<file path="config.mk">
export PLATFORM = sky130hd
export DESIGN_NAME = ccp_channel
export DESIGN_NICKNAME = d
export VERILOG_FILES = /design/src/rtl/ccp_pkg.sv /design/src/rtl/ccp_insync.sv /design/src/rtl/ccp_match.sv /design/src/rtl/ccp_outact.sv /design/src/rtl/ccp_channel.sv
export SDC_FILE = /design/constraint.sdc
export NUM_CORES = 1
export LEC_CHECK = 0
export ABC_CLOCK_PERIOD_IN_PS = 5650
export BUFFER_PORTS_ARGS = -buffer_cell sky130_fd_sc_hd__buf_2
export CORE_ASPECT_RATIO = 0.8
export CORE_MARGIN = 3
export CORE_UTILIZATION = 58
export CTS_CLUSTER_DIAMETER = 200
export DETAILED_ROUTE_END_ITERATION = 12
export HOLD_SLACK_MARGIN = 0.02
export PLACE_DENSITY = 0.92
export SYNTH_ARGS = -nofsm -noshare
export SYNTH_HDL_FRONTEND = slang
export SYNTH_HIERARCHICAL = 1
export SYNTH_SLANG_ARGS = --single-unit
export TNS_END_PERCENT = 20
</file>
<file path="constraint.sdc">
create_clock -name clk -period 5.65 [get_ports clk]
set_clock_uncertainty 0.2 [all_clocks]
set_input_delay 0.2825 -clock clk [delete_from_list [all_inputs] [get_ports clk]]
set_output_delay 0.2825 -clock clk [all_outputs]
set_load 0.01 [all_outputs]
</file>
<file path="src/rtl/ccp_pkg.sv">
`timescale 1ns/1ps
package ccp_pkg;

    typedef enum logic [2:0] {
        MD_EDGE    = 3'd0,
        MD_CENTER  = 3'd1,
        MD_SQUARE  = 3'd2,
        MD_CAPTURE = 3'd3,
        MD_NBIT    = 3'd4
    } ccp_mode_e;

    typedef enum logic [1:0] {
        ACT_TOGGLE = 2'd0,
        ACT_HIGH   = 2'd1,
        ACT_LOW    = 2'd2,
        ACT_KEEP   = 2'd3
    } ccp_act_e;

    typedef enum logic {
        UPD_IDLE = 1'b0,
        UPD_PEND = 1'b1
    } ccp_upd_e;

    // register byte offsets
    localparam int OFF_MODE = 'h00;
    localparam int OFF_CTL  = 'h10;
    localparam int OFF_SET  = 'h14;
    localparam int OFF_CLR  = 'h18;
    localparam int OFF_CMP  = 'h20;
    localparam int OFF_UPD  = 'h30;

    // mode register fields
    localparam int F_ACT_LO  = 0;
    localparam int F_NW_LO   = 2;
    localparam int F_MODE_LO = 8;

    // control register bits
    localparam int B_OUT   = 0;
    localparam int B_CAPP  = 1;
    localparam int B_CAPN  = 2;
    localparam int B_PEND  = 3;
    localparam int B_CCIE  = 8;
    localparam int B_MIDIE = 11;
    localparam int B_CCFL  = 16;
    localparam int B_MIDFL = 17;

endpackage

</file>
<file path="src/rtl/ccp_insync.sv">
`timescale 1ns/1ps
module ccp_insync #(
    parameter int STAGES = 2
) (
    input  logic clk,
    input  logic rst_n,
    input  logic din,
    output logic rise,
    output logic fall
);
    // STAGES synchroniser flops plus one history flop
    logic [STAGES:0] shift_q;

    always_ff @(posedge clk or negedge rst_n) begin
        if (!rst_n) shift_q <= '0;
        else        shift_q <= {shift_q[STAGES-1:0], din};
    end

    assign rise = shift_q[STAGES-1] & ~shift_q[STAGES];
    assign fall = ~shift_q[STAGES-1] & shift_q[STAGES];
endmodule

</file>
<file path="src/rtl/ccp_match.sv">
`timescale 1ns/1ps
module ccp_match
    import ccp_pkg::*;
#(
    parameter int CNT_W = 18,
    parameter int NW_W  = 4
) (
    input  logic [2:0]       mode_sel,
    input  logic [NW_W-1:0]  nbits,
    input  logic [CNT_W-1:0] count,
    input  logic [CNT_W-1:0] cmp,
    input  logic             ovf,
    input  logic             mid,
    input  logic             rise,
    input  logic             fall,
    input  logic             pos_en,
    input  logic             neg_en,
    output logic             cc_ev,
    output logic             aux_ev,
    output logic             cap_fire
);
    logic [CNT_W-1:0] low_mask;
    logic             full_hit, low_hit, low_wrap, edge_hit;

    assign low_mask = ~({CNT_W{1'b1}} << nbits);
    assign full_hit = (count == cmp);
    assign low_hit  = ((count ^ cmp) & low_mask) == '0;
    assign low_wrap = (count & low_mask) == '0;
    assign edge_hit = (rise & pos_en) | (fall & neg_en);

    always_comb begin
        cc_ev    = 1'b0;
        aux_ev   = 1'b0;
        cap_fire = 1'b0;
        unique case (mode_sel)
            MD_EDGE: begin
                cc_ev  = full_hit;
                aux_ev = ovf;
            end
            MD_CENTER: begin
                cc_ev  = full_hit;
            end
            MD_SQUARE: begin
                cc_ev  = full_hit;
                aux_ev = mid;
            end
            MD_CAPTURE: begin
                cap_fire = edge_hit;
                cc_ev    = edge_hit;
            end
            MD_NBIT: begin
                cc_ev  = low_hit;
                aux_ev = low_wrap;
            end
            default: begin
                cc_ev  = 1'b0;
            end
        endcase
    end
endmodule

</file>
<file path="src/rtl/ccp_outact.sv">
`timescale 1ns/1ps
module ccp_outact
    import ccp_pkg::*;
(
    input  logic       clk,
    input  logic       rst_n,
    input  logic [1:0] act,
    input  logic       ev,
    input  logic       sw_we,
    input  logic       sw_val,
    output logic       pin
);
    always_ff @(posedge clk or negedge rst_n) begin
        if (!rst_n) begin
            pin <= 1'b0;
        end else if (sw_we) begin
            pin <= sw_val;
        end else if (ev) begin
            unique case (ccp_act_e'(act))
                ACT_TOGGLE: pin <= ~pin;
                ACT_HIGH:   pin <= 1'b1;
                ACT_LOW:    pin <= 1'b0;
                ACT_KEEP:   pin <= pin;
            endcase
        end
    end
endmodule

</file>
<file path="src/rtl/ccp_channel.sv">
`timescale 1ns/1ps
module ccp_channel
    import ccp_pkg::*;
#(
    parameter int CNT_W       = 18,
    parameter int BUS_W       = 32,
    parameter int ADDR_W      = 8,
    parameter int NW_W        = 4,
    parameter int SYNC_STAGES = 2
) (
    input  logic              clk,
    input  logic              rst_n,
    input  logic              bus_we,
    input  logic [ADDR_W-1:0] bus_addr,
    input  logic [BUS_W-1:0]  bus_wdata,
    output logic [BUS_W-1:0]  bus_rdata,
    input  logic [CNT_W-1:0]  tb_count,
    input  logic              tb_ovf,
    input  logic              tb_mid,
    input  logic              cap_in,
    output logic              ch_out,
    output logic              irq_cc,
    output logic              irq_mid
);
    localparam logic [ADDR_W-1:0] A_MODE = ADDR_W'(OFF_MODE);
    localparam logic [ADDR_W-1:0] A_CTL  = ADDR_W'(OFF_CTL);
    localparam logic [ADDR_W-1:0] A_SET  = ADDR_W'(OFF_SET);
    localparam logic [ADDR_W-1:0] A_CLR  = ADDR_W'(OFF_CLR);
    localparam logic [ADDR_W-1:0] A_CMP  = ADDR_W'(OFF_CMP);
    localparam logic [ADDR_W-1:0] A_UPD  = ADDR_W'(OFF_UPD);

    // configuration and status state
    logic [1:0]       act_q;
    logic [NW_W-1:0]  nw_q;
    logic [2:0]       mode_q;
    logic             capp_q, capn_q, ccie_q, midie_q;
    logic             ccfl_q, midfl_q;
    logic [CNT_W-1:0] cmp_q, upd_q;

    ccp_upd_e upd_state, upd_next;
    logic     upd_pend, upd_apply;

    logic wr_mode, wr_ctl, wr_set, wr_clr, wr_cmp, wr_upd;
    logic cap_rise, cap_fall, cc_ev, aux_ev, cap_fire;
    logic sw_out_we, sw_out_val;
    logic unused_wdata;

    assign unused_wdata = ^bus_wdata;

    assign wr_mode = bus_we && (bus_addr == A_MODE);
    assign wr_ctl  = bus_we && (bus_addr == A_CTL);
    assign wr_set  = bus_we && (bus_addr == A_SET);
    assign wr_clr  = bus_we && (bus_addr == A_CLR);
    assign wr_cmp  = bus_we && (bus_addr == A_CMP);
    assign wr_upd  = bus_we && (bus_addr == A_UPD);

    // ---------------- sub-blocks ----------------
    ccp_insync #(.STAGES(SYNC_STAGES)) u_sync (
        .clk  (clk),
        .rst_n(rst_n),
        .din  (cap_in),
        .rise (cap_rise),
        .fall (cap_fall)
    );

    ccp_match #(.CNT_W(CNT_W), .NW_W(NW_W)) u_match (
        .mode_sel(mode_q),
        .nbits   (nw_q),
        .count   (tb_count),
        .cmp     (cmp_q),
        .ovf     (tb_ovf),
        .mid     (tb_mid),
        .rise    (cap_rise),
        .fall    (cap_fall),
        .pos_en  (capp_q),
        .neg_en  (capn_q),
        .cc_ev   (cc_ev),
        .aux_ev  (aux_ev),
        .cap_fire(cap_fire)
    );

    assign sw_out_we  = wr_ctl | ((wr_set | wr_clr) & bus_wdata[B_OUT]);
    assign sw_out_val = wr_ctl ? bus_wdata[B_OUT] : wr_set;

    ccp_outact u_out (
        .clk   (clk),
        .rst_n (rst_n),
        .act   (act_q),
        .ev    (cc_ev | aux_ev),
        .sw_we (sw_out_we),
        .sw_val(sw_out_val),
        .pin   (ch_out)
    );

    // ---------------- update state machine ----------------
    always_ff @(posedge clk or negedge rst_n) begin
        if (!rst_n) upd_state <= UPD_IDLE;
        else        upd_state <= upd_next;
    end

    always_comb begin
        upd_next = upd_state;
        unique case (upd_state)
            UPD_IDLE: if (wr_upd)            upd_next = UPD_PEND;
            UPD_PEND: if (tb_ovf && !wr_upd) upd_next = UPD_IDLE;
        endcase
    end

    always_comb begin
        upd_pend  = (upd_state == UPD_PEND);
        upd_apply = upd_pend && tb_ovf;
    end

    // ---------------- registers ----------------
    always_ff @(posedge clk or negedge rst_n) begin
        if (!rst_n) begin
            act_q  <= '0;
            nw_q   <= '0;
            mode_q <= '0;
        end else if (wr_mode) begin
            act_q  <= bus_wdata[F_ACT_LO +: 2];
            nw_q   <= bus_wdata[F_NW_LO +: NW_W];
            mode_q <= bus_wdata[F_MODE_LO +: 3];
        end
    end

    always_ff @(posedge clk or negedge rst_n) begin
        if (!rst_n) begin
            capp_q  <= 1'b0;
            capn_q  <= 1'b0;
            ccie_q  <= 1'b0;
            midie_q <= 1'b0;
        end else if (wr_ctl) begin
            capp_q  <= bus_wdata[B_CAPP];
            capn_q  <= bus_wdata[B_CAPN];
            ccie_q  <= bus_wdata[B_CCIE];
            midie_q <= bus_wdata[B_MIDIE];
        end else if (wr_set) begin
            capp_q  <= capp_q  | bus_wdata[B_CAPP];
            capn_q  <= capn_q  | bus_wdata[B_CAPN];
            ccie_q  <= ccie_q  | bus_wdata[B_CCIE];
            midie_q <= midie_q | bus_wdata[B_MIDIE];
        end else if (wr_clr) begin
            capp_q  <= capp_q  & ~bus_wdata[B_CAPP];
            capn_q  <= capn_q  & ~bus_wdata[B_CAPN];
            ccie_q  <= ccie_q  & ~bus_wdata[B_CCIE];
            midie_q <= midie_q & ~bus_wdata[B_MIDIE];
        end
    end

    always_ff @(posedge clk or negedge rst_n) begin
        if (!rst_n) begin
            ccfl_q  <= 1'b0;
            midfl_q <= 1'b0;
        end else begin
            if (cc_ev && ccie_q)                 ccfl_q  <= 1'b1;
            else if (wr_clr && bus_wdata[B_CCFL]) ccfl_q  <= 1'b0;
            if (tb_mid && midie_q)                midfl_q <= 1'b1;
            else if (wr_clr && bus_wdata[B_MIDFL]) midfl_q <= 1'b0;
        end
    end

    always_ff @(posedge clk or negedge rst_n) begin
        if (!rst_n) begin
            cmp_q <= '0;
            upd_q <= '0;
        end else begin
            if (cap_fire)       cmp_q <= tb_count;
            else if (upd_apply) cmp_q <= upd_q;
            else if (wr_cmp)    cmp_q <= bus_wdata[CNT_W-1:0];
            if (wr_upd)         upd_q <= bus_wdata[CNT_W-1:0];
        end
    end

    assign irq_cc  = ccfl_q;
    assign irq_mid = midfl_q;

    // ---------------- read mux ----------------
    always_comb begin
        bus_rdata = '0;
        if (bus_addr == A_MODE) begin
            bus_rdata[F_ACT_LO +: 2]     = act_q;
            bus_rdata[F_NW_LO +: NW_W]   = nw_q;
            bus_rdata[F_MODE_LO +: 3]    = mode_q;
        end else if (bus_addr == A_CTL || bus_addr == A_SET || bus_addr == A_CLR) begin
            bus_rdata[B_OUT]   = ch_out;
            bus_rdata[B_CAPP]  = capp_q;
            bus_rdata[B_CAPN]  = capn_q;
            bus_rdata[B_PEND]  = upd_pend;
            bus_rdata[B_CCIE]  = ccie_q;
            bus_rdata[B_MIDIE] = midie_q;
            bus_rdata[B_CCFL]  = ccfl_q;
            bus_rdata[B_MIDFL] = midfl_q;
        end else if (bus_addr == A_CMP) begin
            bus_rdata[CNT_W-1:0] = cmp_q;
        end else if (bus_addr == A_UPD) begin
            bus_rdata[CNT_W-1:0] = upd_q;
        end
    end
endmodule

</file>
Word level (Yosys, flattened, before mapping)
Cells that the tools add are included.

Bits in registers: 56. Bits of input ports: 64. Output and inout port bits: 35. Word-level logic and storage cells: 127.

Equal/unequal tests: 14. Shift-type cells: 1. Mux-type cells: 42. Bitwise operators: 29. Reductions and logical operators: 27.

Operators with widths (count): $mux 18 (5); $and 18x18->18 (2); $logic_not 18->1 (2); $eq 8x5->1 const B (3); $mux 1 (24); $eq 18x18->1 (1); $not 18->18 (1); $shl 18x4->18 const A (1); $xor 18x18->18 (1); $eq 8x6->1 const B (2); $logic_and 1x1->1 (12); $mux 4 (3); $and 1x1->1 (9); $pmux 1 s3 (3); $logic_not 8->1 (1); $not 1->1 (8); $or 1x1->1 (8); $mux 7 (1); $eq 3x2->1 const B (2); $mux 2 (3); $mux 6 (1); $reduce_bool 2->1 (3); $reduce_bool 3->1 (2); $eq 2x2->1 const B (2); other kinds (12) (13).

Longest topological paths before layout
Gate-level depths: netlist (run 1).

Word-level depth: 8. Depth in mapped cells: 11. Mapped depth without buffers: 9.

By module
Netlist (run 1), hierarchy kept.

Modules (own cells, without submodules): ccp_channel (times used 1, cells each 286, area an instance 3216.8 um^2, sequential area each 1301.2 um^2); ccp_match (times used 1, cells each 87, area an instance 583.1 um^2, sequential area each 0.0 um^2); ccp_outact (times used 1, cells each 11, area an instance 105.1 um^2, sequential area each 25.0 um^2); ccp_insync (times used 1, cells each 5, area an instance 90.1 um^2, sequential area each 75.1 um^2).

Least setup slack after synthesis (run 1)
Ideal clock, no wire load.

Path type: register to register. Start point: register nw_q[1]. End point: register u_out.pin. Library setup time: 92 ps. Arrival time: 2086 ps. Data required time: 5358 ps. Slack: 3272 ps. Cell stages (with the launch flop): 10. Path buffers: 1. Clock period less this slack: 2378 ps. Path through: dfrtp_1 -> buf_6 -> or2_4 -> a221o_1 -> a211o_1 -> o31ai_2 -> or2_2 -> nand2b_4 -> nor2b_1 -> o31ai_2.

Cells in the longest elaborated chain, start to end: 8. Elaborated cells between the ends (all ways): 11. Those cells by class: shift: 1; mux: 2; bitwise: 4; reduce/logical: 4.

RTL lines: start: declaration (line ccp_channel.sv:34) `logic [NW_W-1:0] nw_q;`; start signal: assignment (line ccp_channel.sv:122) `nw_q <= bus_wdata[F_NW_LO +: NW_W];`; $shl 18x4->18 (line ccp_match.sv:25) `assign low_mask = ~({CNT_W{1'b1}} << nbits);`; $not 18->18 (line ccp_match.sv:25); $and 18x18->18 (line ccp_match.sv:27) `assign low_hit = ((count ^ cmp) & low_mask) == '0;`; $logic_not 18->1 (line ccp_match.sv:27); $pmux 1 s3 (line ccp_match.sv:35) `unique case (mode_sel)`; via cc_ev (line ccp_channel.sv:44) `logic cap_rise, cap_fall, cc_ev, aux_ev, cap_fire;`; $or 1x1->1 (line ccp_channel.sv:89) `.ev (cc_ev | aux_ev),`; $reduce_bool 2->1 (no line); $reduce_and 2->1 (no line); end signal: assignment (line ccp_outact.sv:17) `pin <= sw_val;`; end signal: assignment (line ccp_outact.sv:20) `ACT_TOGGLE: pin <= ~pin;`; end signal: assignment (line ccp_outact.sv:23) `ACT_KEEP: pin <= pin;`; end: declaration (line ccp_outact.sv:11) `output logic pin`.

The timed path passes the listed nets, and every way through them passes these cells. A chain may end at the register's enable or synchronous reset.

Final worst setup path (run 1)
Start point: input port bus_addr[4]. End point: output port bus_rdata[8].

Cells in the longest elaborated chain, start to end: 5. Elaborated cells between the ends (all ways): 12. Those cells by class: eq/ne: 5; mux: 4; reduce/logical: 3.

RTL lines: start: declaration (line ccp_channel.sv:14) `input logic [ADDR_W-1:0] bus_addr,`; $eq 8x6->1 / $eq 8x5->1 (equally long branches) (line ccp_channel.sv:196, ccp_channel.sv:185); $mux 18 / $logic_or 1x1->1 (equally long branches) (line ccp_channel.sv:196, ccp_channel.sv:185); $mux 18 / $logic_or 1x1->1 (equally long branches) (line ccp_channel.sv:194, ccp_channel.sv:185); $mux 1 (line ccp_channel.sv:185) `end else if (bus_addr == A_CTL || bus_addr == A_SET || bus_addr == A_CLR) begin`; $mux 3 (*) (line ccp_channel.sv:181) `if (bus_addr == A_MODE) begin`; end: declaration (line ccp_channel.sv:16) `output logic [BUS_W-1:0] bus_rdata,`.

Every way passes the cells marked *; elsewhere a longest branch is shown, timed or not.

==> reports/results.ini, run 1 <==
[global_routing]
grt_max_degree=57
grt.total_usage_pct=26.7
antenna_found_initial=0
grt_overflow=0
grt_pass1_wl_mm=16.9
first_global_vias=3271

[worst_setup_path]
cp_common_cell=buf_2
reg2reg_from=nw_q[1]
r2r_end=u_out/pin
critical_path_required_ns=5.17
cp_cell_sequence=buf_2 > nor4b_2 > and2_1 > a221o_1 > buf_2
endpoint_kind=primary output
rrSetupSlack_ns=2.81
path_max_fanout=23
path_class=input port to primary output
cp-start-kind=input port
cp.arrival_ns=2.43
crit_slowest_cell=nor4b_2
critPathMaxStageDelay_ns=0.74
r2r_cells=8

[timing]
rsz0062_at_grt=false
fin_crit_sh_pct=51.5
worst_slew_pin_slew_ns=0.789
fmax_mhz=344
finalMaxSlewViolations=0
fin_crit_ns=2.91
timing.hold.ws_ns=0.0281
finalHoldViolCount=0
setup_viol=0
slew_headroom_pct=47.2
setup-tns-final_ns=0

[route]
vias=3378
wl_mm=10.6
wl_per_cell_um=19.7
dr.pass1.iters=5
drc=0
drtIter0Drc=227
routed_via_density=6.27
final_antenna_net_count=0

[floorplan]
die_w_um=98.8
start_util_pct=61.1
rows=26
core_um2=6540
die_y_um=80.2
io_pins=99
die_area_um2=7930

[clock_network]
cts_hold_buffers=8
cts_sinks=56
cts_buffers=5
cts_setup_buffers=0
clk_pin_slew_ns=0.10
cts_resized=0
cts_tree=yes
clk_path_buf_depth=2
ctsHtreeMaxLevel=2
cts_root_buffer=clkbuf_8
clk_latency_ns=0.31

[synthesis]
ys_ff_latch=56
ys.flop_type=dfrtp_1
yosys_warnings=6
synth_edf_count=0
ys_seq_area_share_pct=35.1
synthDistinctLibCells=67
netlist_area_um2=4000
ys_async_sr_fraction_pct=100
syn_area_per_cell_um2=10.3
syn_inst=389

[outcome]
status=finished clean

[place]
place_area_um2=4320
gp_congestion=0.861
port_buffers=70
place_hpwl_mm=7.49

[worst_hold_path]
hold_end=nw_q[3]
hold_class=input port to register
hp-start=bus_wdata[5]
min_path_cells=2

[power]
cellLeakagePower_nw=2.13
irDropWorstVdd_mv=0.120
p_per_area_nw_per_um2=214
finalPower_mw=0.967

[final_layout]
drive_above_1_share_pct=31.2
syn_to_final_growth_pct=13.1
n_antenna_cell=0
design_area_um2=4520
fin_nets=520

[job]
cap_violations=0

[kinds of logic after synthesis]
logic type | share of synthesized area [%]
flops | 35.1
compound gates | 20.3
xor+xnor | 3.95
simple gates | 15.3
mux | 18.4
other cells | 0.0939
buf+inv | 6.04
fa+ha+maj | 0.877
[worst max-delay path by stage]
stage | startpoint | to | slack [ns]
2_1_floorplan | nw_q[1] | u_out/pin | 3.27
3_3_place_gp | bus_addr[4] | bus_rdata[8] | 2.85
3_5_place_dp | bus_addr[4] | bus_rdata[8] | 2.81
4_1_cts | bus_addr[4] | bus_rdata[8] | 2.80
5_1_grt | u_sync/shift_q[1] | u_out/pin | 2.61
6_report | bus_addr[4] | bus_rdata[8] | 2.74
[layer usage]
metal	up-vias	wire length, µm	track usage [%]
met5	-	0	0
met2	127	5090	44.1
met3	10	629	3.65
li1	1558	-	-
met4	0	84	6.28
met1	1683	4790	37.2
[stage by stage]
step	util (%)	cells	worst slack, ns
after global routing	69.1	539	2.61
final	69.1	539	2.74
after global placement	66.0	522	2.85
after CTS	68.9	538	2.80
after floorplan	-	402	3.27
after detailed placement	66.0	522	2.81
[sequential cells by signal, indices dropped and copies added, names as in the netlist, named ones only]
signal	cells
act_q	2
cmp_q	18
irq_cc	1
irq_mid	1
mode_q	3
nw_q	4
u_out/pin	1
u_sync/shift_q	3
upd_pend	1
upd_q	18
[synth_stat cells (3+ instances only)]
cell	instances	area [µm²]
dfrtp_1	56	1400
mux2_2	36	405
clkbuf_1	20	75.1
a21boi_0	19	143
o31a_1	19	166
and3_1	18	113
mux2i_1	18	180
nand2b_1	18	113
nor2_1	16	60.1
buf_4	14	105
nand2_1	13	48.8
xnor2_1	11	96.3
mux2_4	10	150
nor3_1	9	45.0
a21oi_1	7	35.0
o2bb2ai_1	7	61.3
xor2_1	7	61.3
a22o_1	6	52.6
a221o_1	5	50.1
a31oi_1	5	31.3
nor4_1	5	31.3
nand3_1	4	20.0
nand4_1	4	25.0
o2111ai_1	4	35.0
inv_1	3	11.3
nor2b_1	3	18.8
o21ai_0	3	15.0
[power by group]
part / total (mW) / internal [mW] / switching (mW)
clock network: 0.267 / 0.131 / 0.135
logic: 0.216 / 0.106 / 0.109
registers: 0.485 / 0.440 / 0.0448
total: 0.967 / 0.678 / 0.290
[layout by cell type, fill, tap and decap left out, drive strengths merged, types with 9 or more instances in the layout]
cell         count
buf             75
nor3             9
o31a            19
mux2            46
nor2            16
and3            18
dfrtp           56
nand2b          19
nand2           13
conb            14
dlygate4sd3      9
mux2i           18
a21boi          19
xnor2           11
[critical path: cells and delay by family]
kind | cells | cell delay, ns
AND/OR/NAND/NOR | 2 | 1.16
buffers and inverters | 2 | 0.73
AO/OA/AOI/OAI | 1 | 0.24
[cell type report]
class | count | area (µm²)
inverters | 4 | 15.0
well taps | 84 | 105
clock buffers | 5 | 68.8
multi-input cells | 303 | 2410
repair buffers | 84 | 478
flip-flops and latches | 56 | 1400
clock inverters | 3 | 42.5
fillers | 507 | 2020
Note: power is estimated with default switching activity, not from simulation.
==> run 2: changes to the inputs <==
--- a/config.mk
+++ b/config.mk
@@ -5,15 +5,16 @@
 export SDC_FILE = /design/constraint.sdc
 export NUM_CORES = 1
 export LEC_CHECK = 0
-export ABC_CLOCK_PERIOD_IN_PS = 5650
+export ABC_AREA = 1
+export ABC_CLOCK_PERIOD_IN_PS = 2850
 export BUFFER_PORTS_ARGS = -buffer_cell sky130_fd_sc_hd__buf_2
 export CORE_ASPECT_RATIO = 0.8
 export CORE_MARGIN = 3
-export CORE_UTILIZATION = 58
+export CORE_UTILIZATION = 55
 export CTS_CLUSTER_DIAMETER = 200
 export DETAILED_ROUTE_END_ITERATION = 12
 export HOLD_SLACK_MARGIN = 0.02
-export PLACE_DENSITY = 0.92
+export PLACE_DENSITY = 0.88
 export SYNTH_ARGS = -nofsm -noshare
 export SYNTH_HDL_FRONTEND = slang
 export SYNTH_HIERARCHICAL = 1
==> constraint.sdc (replaced) <==
create_clock -name clk -period 2.85 [get_ports clk]
set_clock_uncertainty 0.2 [all_clocks]
set_input_delay 0.1425 -clock clk [delete_from_list [all_inputs] [get_ports clk]]
set_output_delay 0.1425 -clock clk [all_outputs]
set_load 0.01 [all_outputs]
==> run 2 against run 1 <==
Effect of this change:
- utilization is 0.37 points higher
- flip-flop and latch count stayed put
- first-iteration DRC count is 120% higher
- largest cell class unchanged
- largest power group unchanged
==> reports/results.ini, run 2 <==
[outcome]
status=finished clean

[synthesis]
ys.flop_type=dfrtp_1
netlist_area_um2=4120
synth_top_area_cell=dfrtp_1
synth_area_leaders=dfrtp_1, nand2_1, inv_1, o21ai_0, nand3_1
syn_area_per_cell_um2=6.39
synthDistinctLibCells=37
synth_edf_count=0
synth_common_cells=nand2_1, inv_1, dfrtp_1, o21ai_0, nand3_1
ys_ff_latch=56
yosys_warnings=6
synthMostInstantiatedCell=nand2_1
syn_inst=645
ys_seq_area_share_pct=34.0
ys_async_sr_fraction_pct=100
synth.top_cell.area_share_pct=34.0

[global_routing]
first_global_vias=4323
grt_max_degree=38
grt_overflow=0
antenna_found_initial=0
grt_pass1_wl_mm=20.3
grt.total_usage_pct=29.6

[timing]
timing.hold.ws_ns=0.0312
finalMaxSlewViolations=0
fin_crit_ns=2.28
setup-tns-final_ns=0
fin_crit_sh_pct=80.1
setup_viol=0
fmax_mhz=438
rsz0062_at_grt=false
finalHoldViolCount=0
slew_headroom_pct=42.3
worst_slew_pin_slew_ns=0.864

[place]
port_buffers=70
gp_congestion=0.941
dp_cells=788
place_hpwl_mm=8.77

[clock_network]
cts_tree=yes
clk_latency_ns=0.32
cts_root_buffer=clkbuf_8
cts_hold_buffers=37
cts_resized=0
clk_path_buf_depth=2
cts_setup_buffers=0
cts_sinks=56
cts_buffers=5
clk_pin_slew_ns=0.11
ctsHtreeMaxLevel=2

[route]
final_antenna_net_count=0
dr.pass1.iters=5
vias=4610
drtIter0Drc=503
routed_via_density=5.53
wl_per_cell_um=14.9
drc=0
wl_mm=12.4

[floorplan]
core_um2=7060
die_w_um=103
die_y_um=83.4
rows=27
io_pins=99
start_util_pct=58.3
die_area_um2=8570

[worst_setup_path]
rrSetupSlack_ns=0.57
cp_top_family=simple AND/OR/NAND/NOR gates
crit_slowest_cell=dfrtp_1
endpoint_kind=register
path_max_fanout=9
cp_common_cell=nand2_1
critical_path_required_ns=2.87
critPathBufInv=1
cp-start-kind=register
cp.arrival_ns=2.31
critPathMaxStageDelay_ns=0.58
cp_cell_sequence=nand2_1 > nor2_1 > nand2_1 > nand3_1 > nor2_1 > nand3_1 > nand2_1 > or2_2 > inv_1 > nand2_2 > nand2_2 > nor2_2 > nand2_1 > nand2_1
path_class=register to register

[final_layout]
n_antenna_cell=0
mostFrequentLayoutCell=nand2_1
final_cells=833
reg_top3=cmp_q x18, upd_q x18, nw_q x4
fin_nets=811
mostFrequentLayoutCells=nand2_1, inv_1, buf_2, dfrtp_1, o21ai_0
fin_util_pct=69.4
drive_above_1_share_pct=14.5
syn_to_final_growth_pct=19.0

[worst_hold_path]
hold_class=input port to register

[power]
cellLeakagePower_nw=2.71
finalPower_mw=2.00
p_per_area_nw_per_um2=408
irDropWorstVdd_mv=0.353

[job]
cap_violations=0

-- run 2: changes by cell type after synthesis, sizes merged, moves of 34 or more --
cell   before  now
inv         4   85
mux2       46    0
nand2      13  270
nand3       4   43
nor2       16   50
o21ai       5   59
-- run 2: cells by family (layout without fill, tap and decap cells) --
kind of cell | count (synthesis) | after routing | synth area share, %
simple gates | 376 | 376 | 39.3
buf+inv | 116 | 204 | 13.1
compound gates | 90 | 90 | 12.0
flops | 56 | 56 | 34.0
xor+xnor | 4 | 4 | 0.851
fa+ha+maj | 2 | 2 | 0.607
other cells | 1 | 14 | 0.0910
-- run 2: routing by layer --
| metal | share of wire (%) | GRT usage, % | vias to the layer above |
|---|---|---|---|
| met3 | 12 | 7.05 | 40 |
| met2 | 45 | 45.8 | 309 |
| met4 | 2.3 | 7.18 | 0 |
| met1 | 40 | 42.0 | 2079 |
| met5 | 0 | 0 | - |
| li1 | - | - | 2182 |
-- run 2: final cells by class --
cell class	instances	area, µm²
Clock inverter	3	27.5
Clock buffer	5	68.8
Tap cell	87	109
Inverter	85	319
Timing Repair Buffer	111	751
Multi-Input combinational cell	486	2230
Fill cell	585	2160
Sequential cell	56	1400
-- run 2: worst paths after layout --
kind                                    from           endpoint  cells past startpoint
min in group asynchronous              rst_n            nw_q[0]                      2
setup reg to reg                     nw_q[3]          u_out/pin                     14
hold reg to reg            u_sync/shift_q[0]  u_sync/shift_q[1]                      0
setup / recovery                     nw_q[3]          u_out/pin                     14
max in group asynchronous              rst_n           cmp_q[7]                      3
hold / removal                   tb_count[9]           cmp_q[9]                      5
-- run 2: report_power, final --
group	total, mW	internal [mW]	switching, mW
Clock	0.474	0.181	0.293
Combinational	0.524	0.217	0.306
Sequential	1.00	0.894	0.111
-- run 2: stage by stage --
step                      area, µm²  setup slack, ns
after floorplan                4170            0.980
after global placement         4440            0.646
after detailed placement       4440            0.648
after CTS                      4900            0.620
after global routing           4900            0.375
final                          4900            0.567
-- run 2: worst reg2reg max path: stages (launching register included) --
cell	delay, ns
dfrtp_1	0.58
nand2_1	0.21
nor2_1	0.19
nand2_1	0.07
nand3_1	0.09
nor2_1	0.06
nand3_1	0.08
nand2_1	0.08
or2_2	0.30
inv_1	0.08
nand2_2	0.06
nand2_2	0.07
nor2_2	0.03
nand2_1	0.05
nand2_1	0.04
==> run 3: changes to the inputs <==
--- a/config.mk
+++ b/config.mk
@@ -6,15 +6,15 @@
 export NUM_CORES = 1
 export LEC_CHECK = 0
 export ABC_AREA = 1
-export ABC_CLOCK_PERIOD_IN_PS = 2850
+export ABC_CLOCK_PERIOD_IN_PS = 2100
 export BUFFER_PORTS_ARGS = -buffer_cell sky130_fd_sc_hd__buf_2
 export CORE_ASPECT_RATIO = 0.8
 export CORE_MARGIN = 3
-export CORE_UTILIZATION = 55
+export CORE_UTILIZATION = 49
 export CTS_CLUSTER_DIAMETER = 200
 export DETAILED_ROUTE_END_ITERATION = 12
 export HOLD_SLACK_MARGIN = 0.02
-export PLACE_DENSITY = 0.88
+export PLACE_DENSITY = 0.83
 export SYNTH_ARGS = -nofsm -noshare
 export SYNTH_HDL_FRONTEND = slang
 export SYNTH_HIERARCHICAL = 1
==> constraint.sdc (replaced) <==
create_clock -name clk -period 2.1 [get_ports clk]
set_clock_uncertainty 0.2 [all_clocks]
set_input_delay 0.105 -clock clk [delete_from_list [all_inputs] [get_ports clk]]
set_output_delay 0.105 -clock clk [all_outputs]
set_load 0.01 [all_outputs]
==> run 3 against run 2 <==
Effect of this change:
- clock-buffer cell count unchanged
- hold slack worse by 0.0065 ns
- via count down 1.1%
- setup slack worse by 0.48 ns
- register-to-register slack worse by 0.48 ns
- routed wire length up 3.7%
- first-iteration DRC count down 29%
- sequential share of layout area down 1.6 points
- flip-flop and latch count unchanged
==> reports/results.ini, run 3 (synthesis results as in run 2) <==
[outcome]
status=finished clean

[global_routing]
grt_overflow=0
grt_max_degree=57
grt_pass1_wl_mm=20.4
antenna_found_initial=0
first_global_vias=4296
grt.total_usage_pct=27.2

[worst_hold_path]
min_path_cells=5
hold_class=input port to register
hold_end=cmp_q[14]
hp-start=tb_count[14]

[timing]
finalWorstSetupSlack_ns=0.0855
setup-tns-final_ns=0
slew_headroom_pct=59.0
worst_slew_pin_slew_ns=0.613
finalHoldViolCount=0
setup_viol=0
fin_crit_sh_pct=95.9
finalMaxSlewViolations=0
fmax_mhz=496
timing.hold.ws_ns=0.0246
fin_crit_ns=2.01
rsz0062_at_grt=true

[route]
met1_length_mm=5.77
drtIter0Drc=358
final_antenna_net_count=0
routed-wl-met3_um=990
drc=0
vias=4561
routed.top_layer=met4
route.met2.wl_mm=5.91
wl_mm=12.9
routed_via_density=5.19
wl_per_cell_um=14.6
dr.pass1.iters=5

[floorplan]
die_y_um=88.0
start_util_pct=51.1
rows=29
core_um2=8060
die_area_um2=9550
io_pins=99
die_w_um=109

[power]
p_sw_mw=0.961
p_sw_share_pct=33.5
cellLeakagePower_nw=2.85
pwr-share-seq_pct=47.4
pwr-share-comb_pct=27.2
p_per_area_nw_per_um2=549
p_clk_share_pct=25.4
internal_power_mw=1.91
finalPower_mw=2.87
irDropWorstVdd_mv=0.309

[place]
dp_cells=821
gp_congestion=0.924
place_hpwl_mm=9.01
dp_slack_ns=0.0234
port_buffers=70
place_area_um2=4580

[final_layout]
design_area_um2=5230
n_fill_cell=716
drive_above_1_share_pct=19.2
n_antenna_cell=0
fin_nets=836
mostFrequentLayoutCell=nand2_1
reg_top3=cmp_q x18, upd_q x18, nw_q x4
fin_util_pct=65.0
mostFrequentLayoutCells=nand2_1, inv_1, buf_2, dfrtp_1, o21ai_0
final_cells=879
syn_to_final_growth_pct=27.1

[worst_setup_path]
r2r_cells=14
path_max_fanout=5
cp-start-kind=register
cp.arrival_ns=2.03
rrSetupSlack_ns=0.09
r2r_end=u_out/pin
cp-startpoint=u_sync/shift_q[1]
critical_path_required_ns=2.11
reg2reg_from=u_sync/shift_q[1]
endpoint_kind=register
path_class=register to register

[clock_network]
clk_path_buf_depth=2
cts_tree=yes
ctsHtreeMaxLevel=2
cts_root_buffer=clkbuf_8
clk_latency_ns=0.32
cts_sinks=56
cts_buffers=5
clk_pin_slew_ns=0.11

[job]
cap_violations=0

## run 3: changes by cell type in the layout (fill, tap and decap cells not counted), sizes merged
cell	delta
buf	+19
bufinv	+1
inv	-1
dlygate4sd3	+6
## run 3: worst max path at each step
stage	end	slack [ns]
floorplan	u_out/pin	0.23
finish	u_out/pin	0.09
detailed placement	u_out/pin	0.02
CTS	u_out/pin	0.02
global placement	u_out/pin	0.04
global route	u_out/pin	-0.05
## run 3: area by class of cell
type,count,area (µm²),area share (%)
Clock buffer,5,68.8,1.31
Clock inverter,3,42.5,0.813
Tap cell,108,135,2.58
Inverter,85,322,6.14
Sequential cell,56,1410,26.9
Timing Repair Buffer,136,988,18.9
Multi-Input combinational cell,486,2270,43.3
## run 3: what timing repair did
| item | 4_1_cts | 5_1_grt |
|---|---|---|
| hold endpoints to repair | 108 | 0 |
| hold buffers | 43 | 0 |
| resized for setup | 0 | 25 |
| cloned | 0 | 0 |
| setup endpoints to repair | 1 | 9 |
| buffers inserted | 1 | 6 |
| pin swaps | 0 | 3 |
## run 3: power by group through the flow
stage	clock, mW	sequential (mW)	combinational, mW
6_report	0.730	1.36	0.782
5_1_grt	0.773	1.38	0.878
4_1_cts	0.737	1.35	0.729
3_5_place_dp	0	1.37	0.655
3_3_place_gp	0	1.37	0.628
2_1_floorplan	0	1.35	0.431
## run 3: critical path: stages (launching register included)
cell     delay [ns]
dfrtp_1        0.41
inv_1          0.06
nor2_1         0.04
a22o_1         0.25
nand2_1        0.08
inv_2          0.08
nor2_2         0.10
nand2_1        0.06
or2_2          0.31
inv_1          0.07
nand2_2        0.05
nand2_2        0.07
nor2_2         0.04
nand2_1        0.06
nand2_1        0.05
## run 3: metal layers
metal / track usage [%] / vias up
met5: 0 / -
met4: 7.57 / 0
met3: 5.16 / 21
met2: 44.0 / 207
met1: 37.5 / 2096
li1: - / 2237
